### config.mk
export PLATFORM = sky130hd
export DESIGN_NAME = edge_irq_status
export DESIGN_NICKNAME = d
export VERILOG_FILES = /design/src/rtl/edge_irq_pkg.sv /design/src/rtl/edge_irq_seq.sv /design/src/rtl/edge_irq_sync_edge.sv /design/src/rtl/edge_irq_flags.sv /design/src/rtl/edge_irq_status.sv
export SDC_FILE = /design/constraint.sdc
export NUM_CORES = 1
export LEC_CHECK = 0
export BUFFER_PORTS_ARGS = -buffer_cell sky130_fd_sc_hd__buf_2
export CORE_MARGIN = 3
export CORE_UTILIZATION = 30
export DETAILED_ROUTE_END_ITERATION = 16
export GPL_TIMING_DRIVEN = 0
export PLACE_DENSITY_LB_ADDON = 0.3
export SYNTH_ARGS = -nofsm -noshare
export SYNTH_HDL_FRONTEND = slang
export SYNTH_SLANG_ARGS = --single-unit
### constraint.sdc
create_clock -name clk -period 3.6 [get_ports clk]
set_input_delay 0.54 -clock clk [delete_from_list [all_inputs] [get_ports clk]]
set_output_delay 0.54 -clock clk [all_outputs]
set_load 0.01 [all_outputs]
### src/rtl/edge_irq_pkg.sv
package edge_irq_pkg;
    typedef enum logic [0:0] {
        ST_PRIME = 1'b0,
        ST_ARMED = 1'b1
    } arm_state_t;
endpackage

### src/rtl/edge_irq_seq.sv
module edge_irq_seq
    import edge_irq_pkg::*;
#(
    parameter int PRIME_CYC = 3
) (
    input  logic clk,
    input  logic rst_n,
    output logic arm
);
    localparam int CW = $clog2(PRIME_CYC + 1);

    arm_state_t state_q, state_d;
    logic [CW-1:0] cnt_q;
    logic prime_done;

    assign prime_done = (cnt_q == CW'(PRIME_CYC - 1));

    always_comb begin
        state_d = state_q;
        unique case (state_q)
            ST_PRIME: if (prime_done) state_d = ST_ARMED;
            ST_ARMED: state_d = ST_ARMED;
        endcase
    end

    always_ff @(posedge clk or negedge rst_n) begin
        if (!rst_n) begin
            state_q <= ST_PRIME;
            cnt_q   <= '0;
        end else begin
            state_q <= state_d;
            if (state_q == ST_PRIME && !prime_done) cnt_q <= cnt_q + 1'b1;
        end
    end

    always_comb begin
        arm = (state_q == ST_ARMED);
    end

    p_armed_sticks_r10: assert property (@(posedge clk) disable iff (!rst_n)
        $past(arm) |-> arm);
endmodule

### src/rtl/edge_irq_sync_edge.sv
module edge_irq_sync_edge #(
    parameter int N_SRC      = 6,
    parameter int SYNC_DEPTH = 2
) (
    input  logic             clk,
    input  logic             rst_n,
    input  logic             arm,
    input  logic [N_SRC-1:0] src,
    output logic [N_SRC-1:0] edge_hit
);
    for (genvar i = 0; i < N_SRC; i++) begin : g_src
        logic [SYNC_DEPTH-1:0] chain_q;
        logic                  prev_q;
        logic                  samp;

        assign samp = chain_q[SYNC_DEPTH-1];

        always_ff @(posedge clk or negedge rst_n) begin
            if (!rst_n) begin
                chain_q <= '0;
                prev_q  <= 1'b0;
            end else begin
                chain_q <= {chain_q[SYNC_DEPTH-2:0], src[i]};
                prev_q  <= samp;
            end
        end

        assign edge_hit[i] = arm & (samp ^ prev_q);
    end
endmodule

### src/rtl/edge_irq_flags.sv
module edge_irq_flags #(
    parameter int N_SRC = 6,
    parameter int REG_W = 8
) (
    input  logic             clk,
    input  logic             rst_n,
    input  logic [N_SRC-1:0] edge_hit,
    input  logic             rd_en,
    input  logic             wr_en,
    input  logic [REG_W-1:0] wr_data,
    output logic [N_SRC-1:0] flags
);
    logic [N_SRC-1:0] flag_q, seen_q, clr_mask;

    assign clr_mask = wr_en ? (~wr_data[N_SRC-1:0] & seen_q) : '0;
    assign flags    = flag_q;

    always_ff @(posedge clk or negedge rst_n) begin
        if (!rst_n) begin
            flag_q <= '0;
            seen_q <= '0;
        end else begin
            flag_q <= edge_hit | (flag_q & ~clr_mask);
            if (rd_en)      seen_q <= flag_q;
            else if (wr_en) seen_q <= '0;
        end
    end

    for (genvar i = 0; i < N_SRC; i++) begin : g_chk
        p_rise_needs_edge_r3: assert property (@(posedge clk) disable iff (!rst_n)
            $rose(flag_q[i]) |-> $past(edge_hit[i]));
        p_write_one_keeps_r5: assert property (@(posedge clk) disable iff (!rst_n)
            $past(wr_en && wr_data[i] && flag_q[i]) |-> flag_q[i]);
        p_fall_needs_seen_r6: assert property (@(posedge clk) disable iff (!rst_n)
            $fell(flag_q[i]) |-> $past(wr_en && !wr_data[i] && seen_q[i]));
        p_set_wins_r7: assert property (@(posedge clk) disable iff (!rst_n)
            $past(edge_hit[i]) |-> flag_q[i]);
    end
endmodule

### src/rtl/edge_irq_status.sv
module edge_irq_status #(
    parameter int N_CMP      = 3,
    parameter int N_BAT      = 3,
    parameter int SYNC_DEPTH = 2,
    parameter int REG_W      = 8
) (
    input  logic                   clk,
    input  logic                   rst_n,
    input  logic [N_CMP-1:0]       cmp_in,
    input  logic [N_BAT-1:0]       bat_valid,
    input  logic [N_CMP+N_BAT-1:0] irq_en,
    input  logic                   rd_en,
    input  logic                   wr_en,
    input  logic [REG_W-1:0]       wr_data,
    output logic [REG_W-1:0]       rd_data,
    output logic [N_CMP+N_BAT-1:0] irq_vec,
    output logic                   irq
);
    localparam int N_SRC     = N_CMP + N_BAT;
    localparam int PRIME_CYC = SYNC_DEPTH + 1;
    localparam int PAD_W     = REG_W - N_SRC;

    logic             arm;
    logic [N_SRC-1:0] src, edge_hit, flags;

    assign src = {cmp_in, bat_valid};

    edge_irq_seq #(.PRIME_CYC(PRIME_CYC)) u_seq (
        .clk(clk), .rst_n(rst_n), .arm(arm)
    );

    edge_irq_sync_edge #(.N_SRC(N_SRC), .SYNC_DEPTH(SYNC_DEPTH)) u_edge (
        .clk(clk), .rst_n(rst_n), .arm(arm), .src(src), .edge_hit(edge_hit)
    );

    edge_irq_flags #(.N_SRC(N_SRC), .REG_W(REG_W)) u_flags (
        .clk(clk), .rst_n(rst_n), .edge_hit(edge_hit), .rd_en(rd_en),
        .wr_en(wr_en), .wr_data(wr_data), .flags(flags)
    );

    assign rd_data = {{PAD_W{1'b0}}, flags};
    assign irq_vec = flags & irq_en;
    assign irq     = |irq_vec;

    p_prime_no_flags_r10: assert property (@(posedge clk) disable iff (!rst_n)
        !arm |-> (flags == '0));
endmodule

## Yosys cells after proc, flatten, opt, wreduce, memory -nomap -nowiden

Cells that the tools add are included.

- Flip-flop bits (word level): 33
- Bits of input ports: 24
- Output and inout bits: 15
- Logic and storage cells: 46

- $add $sub $neg: 1
- Equality and inequality tests: 1
- Mux-type cells: 5
- Bitwise gates (word level): 19
- Reduce and logical (&&, ||, !) cells: 4

Operators with widths:

| operator | count |
|---|---|
| AND 6 bit | 3 |
| two-way mux 6 bit | 3 |
| NOT 6 bit | 2 |
| AND 1 bit | 6 |
| OR 6 bit | 1 |
| OR reduction 6 bit | 1 |
| XOR 1 bit | 6 |
| adder 2 x 1 -> 2 bit, second input constant | 1 |
| == test 2 bit, second input constant | 1 |
| case mux 1 bit (2 select lines) | 1 |
| nonzero test 2 bit | 1 |
| logical AND 1 bit | 1 |
| logical NOT 1 bit | 1 |
| two-way mux 1 bit | 1 |
| NOT 1 bit | 1 |

## Longest topological paths before layout

- Depth after elaboration: 6
- Gate-level depth with buffers: 4
- Mapped depth without buffers: 4

## Cells and area by module

From an unflattened synthesis, not the netlist that was laid out.

- Cells, all modules: 86
- Area, all modules: 1236.2 µm²

By module, submodules not included:

| module | times used | cells each | area an instance (µm²) | seq. area each (µm²) |
|---|---|---|---|---|
| edge_irq_sync_edge | 1 | 30 | 540.5 | 450.4 |
| edge_irq_flags | 1 | 35 | 483.0 | 300.3 |
| edge_irq_seq | 1 | 9 | 126.4 | 75.1 |
| edge_irq_status | 1 | 12 | 86.3 | 0.0 |

## Least setup slack after synthesis

No wires, ideal clock.

- Path kind: input to output
- Start: input irq_en[0]
- End: output irq
- Data arrival time: 1269 ps
- Data required time: 3060 ps
- Setup slack: 1791 ps
- Stages on the path: 2
- Path buffers: 0
- Path through: and2_1 or4_4

- Word-level cells in the longest chain between the ends: 2

Ends and longest elaborated chain:

| what | line | RTL |
|---|---|---|
| start, declared | edge_irq_status.sv:11 | `input logic [N_CMP+N_BAT-1:0] irq_en,` |
| AND 6 bit | edge_irq_status.sv:42 | `assign irq_vec = flags & irq_en;` |
| OR reduction 6 bit | edge_irq_status.sv:43 | `assign irq = \|irq_vec;` |
| end, declared | edge_irq_status.sv:17 | `output logic irq` |

No other way between the ends.

## Final worst setup path

- Start: register u_flags.flag_q[5] (netlist: u_flags.flags[5])
- End: output irq

- Word-level cells in the longest chain between the ends: 2

Ends and longest elaborated chain:

| what | line | RTL |
|---|---|---|
| start, declared | edge_irq_flags.sv:13 | `logic [N_SRC-1:0] flag_q, seen_q, clr_mask;` |
| start signal, assigned | edge_irq_flags.sv:23 | `flag_q <= edge_hit \| (flag_q & ~clr_mask);` |
| AND 6 bit | edge_irq_status.sv:42 |  |
| OR reduction 6 bit | edge_irq_status.sv:43 |  |

No other way between the ends.

==> results by group <==
Outcome
  – Outcome: finished, final reports clean

Pwr
  – Sw power: 168 uW
  – Pwr/cell area: 497 nW/um^2
  – Final Power: 735 uW
  – Flop pwr share: 0.557
  – Sw Ratio: 0.228
  – Logic pwr share: 0.095
  – Clock power share: 0.348
  – Pleak: 0.000660 uW
  – Peak VDD IR: 0.262 mV
  – Cell internal pwr: 567 uW

Floorplan
  – DIE WIDTH: 68.6 um
  – Die height: 68.6 um
  – Initial core utilization: 0.316
  – Number of top-level pins: 39
  – Core area: 3720 sq um
  – # rows: 22
  – Die area: 4700 sq um

CTS
  – CTS resizes: 0
  – Setup repair bufs after CTS: 0
  – Worst-case clock buffer depth: 2
  – Clock Tree Root: clkbuf_8
  – Hold_buf cts: 0
  – Clock transition at path regs: 0.06 ns
  – Worst skew pair latency: 0.28 ns
  – H-tree levels: 2
  – Num CTS Buffers: 5
  – CTS tree: built
  – Clock Sinks: 33

Placed design
  – Dpl hpwl: 1.54 mm
  – RD Place Congestion: 0.742
  – Placed cells: 161
  – Port Buffers: 32
  – Post-Place Worst Slack: 1.58 ns

Critical path
  – Required time of the critical path: 3.06 ns
  – CP arrival: 1.53 ns
  – Setup CP Type: reg2out
  – Crit-path cells: a22o_1 -> or4_4 -> buf_2
  – Slowest-stage cell, CP: or4_4
  – Crit-path max FO: 5
  – Worst setup EP type: primary output
  – Worst path bufs/invs: 1
  – CP top delay family: simple AND/OR/NAND/NOR gates
  – Critical Path Source: u_flags.flags[5]
  – Setup crit start kind: flop
  – Max incr delay on CP: 0.46 ns
  – Worst r2r src: u_seq.cnt_q[0]

Timing
  – Peak Freq: 483 MHz
  – Final min period: 2.07 ns
  – RSZ-0062 raised after global routing: false
  – Final setup violating endpoints: 0
  – Final Hold Viols: 0
  – Worst slew margin: 0.532
  – Tcrit/Tclk final: 0.575
  – Setup WS post-layout: 1.53 ns
  – Setup Skew: 0.00253 ns
  – Worst slew pin tran: 0.702 ns
  – Post-Route Setup TNS: 0 ns
  – Max-slew violation count: 0

Drt
  – DR pass1 iterations: 4
  – WL per Instance: 12.6 um
  – Via count of the routed design: 740
  – 1st-iter DRT viols: 15
  – Number of antenna-violating nets in the routed design: 0
  – DR vias/cell: 4.38
  – Drt drc: 0
  – Overall routed net length: 2.13 mm

Final layout
  – Post-layout util: 0.398
  – Most frequent cells in the layout: 33 x dfrtp_1, 32 x buf_2, 12 x a22o_1, 6 x nand3b_1, 6 x xor2_1
  – P&R area growth vs syn: 25.9%
  – Final #Nets: 145
  – Post-Layout Cell Count: 169
  – Fill count: 383
  – FF+latch area: 826 sq um
  – Diodes inserted: 0
  – Commonest non-fill, non-tap cell in the layout: dfrtp_1
  – Multi-input gate area: 327 sq um
  – Layout cells sized above 1: 0.355

Synth
  – Warnings, synthesis: 0
  – Syn Area/Cell: 14.7 sq um
  – Yosys top cell area share: 0.703
  – Post-synthesis cell count: 80
  – Ys flop type: dfrtp_1
  – Async SR Flop Fraction: 1.00
  – Sequential share of the synthesized area: 0.703
  – EDFF count, synth: 0
  – Yosys top cell by area: dfrtp_1
  – Synthesis-stage register bit count: 33
  – Post-synthesis cell type count: 19
  – Synth area leaders: dfrtp_1 70%, a22o_1 8.9%, xor2_1 4.5%, nand3b_1 3.8%, and2_1 2.7%
  – Cell Area, Synth: 1170 sq um

Global routing
  – Gr ovfl total: 0
  – Total track usage: 0.111
  – First-pass GRT wire length: 3.71 mm
  – Largest net degree at the start of global routing: 34
  – Vias in the first global route: 798
  – Initial antenna violation count: 0

Worst hold path
  – Hold Path Class: in2async

Job
  – Number of max-cap violations: 0
power groups by stage:
stage / combinational [uW] / clock (uW) / sequential (uW)
after floorplan: 34.7 / 0 / 415
after detailed placement: 71.3 / 0 / 416
after global placement: 70.3 / 0 / 415
after global routing: 78.7 / 285 / 412
after CTS: 71.7 / 265 / 410
final: 69.5 / 256 / 409
cells in the mapped netlist (all sizes together), types with 2 or more instances:
cell	instances
xor2	6
a22o	13
nand3b	6
clkbuf	2
o21ai	3
and2	6
dfrtp	33
buf	2
cells by family (layout without fill, tap and decap cells):
family | after synthesis | count (layout) | share of synthesized area
xor+xnor | 7 | 7 | 0.0522
compound gates | 16 | 16 | 0.111
simple gates | 17 | 17 | 0.0980
other cells | 1 | 2 | 0.00319
buf+inv | 5 | 45 | 0.0224
flops | 33 | 33 | 0.703
fa+ha+maj | 1 | 1 | 0.0106
flip-flops by register name (all words and copies together), names as in the netlist:
| register | count |
|---|---|
| u_edge.g_src.chain_q | 12 |
| u_edge.g_src.prev_q | 6 |
| u_flags.flags | 6 |
| u_flags.seen_q | 6 |
| u_seq.cnt_q | 2 |
| u_seq.arm | 1 |
final timing paths:
path                                         endpoint  slack [ns]  cells past startpoint
max                                               irq        1.53                      3
min                        u_edge.g_src[3].chain_q[0]        0.31                      1
max in group asynchronous            u_flags.flags[2]        2.84                      1
max reg2reg                            u_seq.cnt_q[0]        2.44                      4
min reg2reg                u_edge.g_src[0].chain_q[1]        0.35                      0
min in group clk           u_edge.g_src[0].chain_q[1]        0.35                      0
stage by stage:
stage	hold slack, ns	instance area, sq um
after floorplan	0.244	1180
after global placement	0.333	1400
after detailed placement	0.335	1400
after CTS	0.343	1480
after global routing	0.349	1480
final	0.310	1480
per-layer routing:
layer | GRT usage | vias up | routed length [um]
met3 | 0.0389 | 5 | 145
met2 | 0.176 | 28 | 1010
met1 | 0.129 | 353 | 933
li1 | - | 354 | -
met4 | 0.0670 | 0 | 34
met5 | 0 | - | 0
cell type report:
cell class                 instances  area share
buffer                             4      0.0152
tap                               48      0.0406
timing repair buffer              32       0.108
multi-input combinational         43       0.221
sequential                        33       0.558
clock buffer                       8      0.0541
inverter                           1     0.00254
Note: power is estimated with default switching activity, not from simulation.
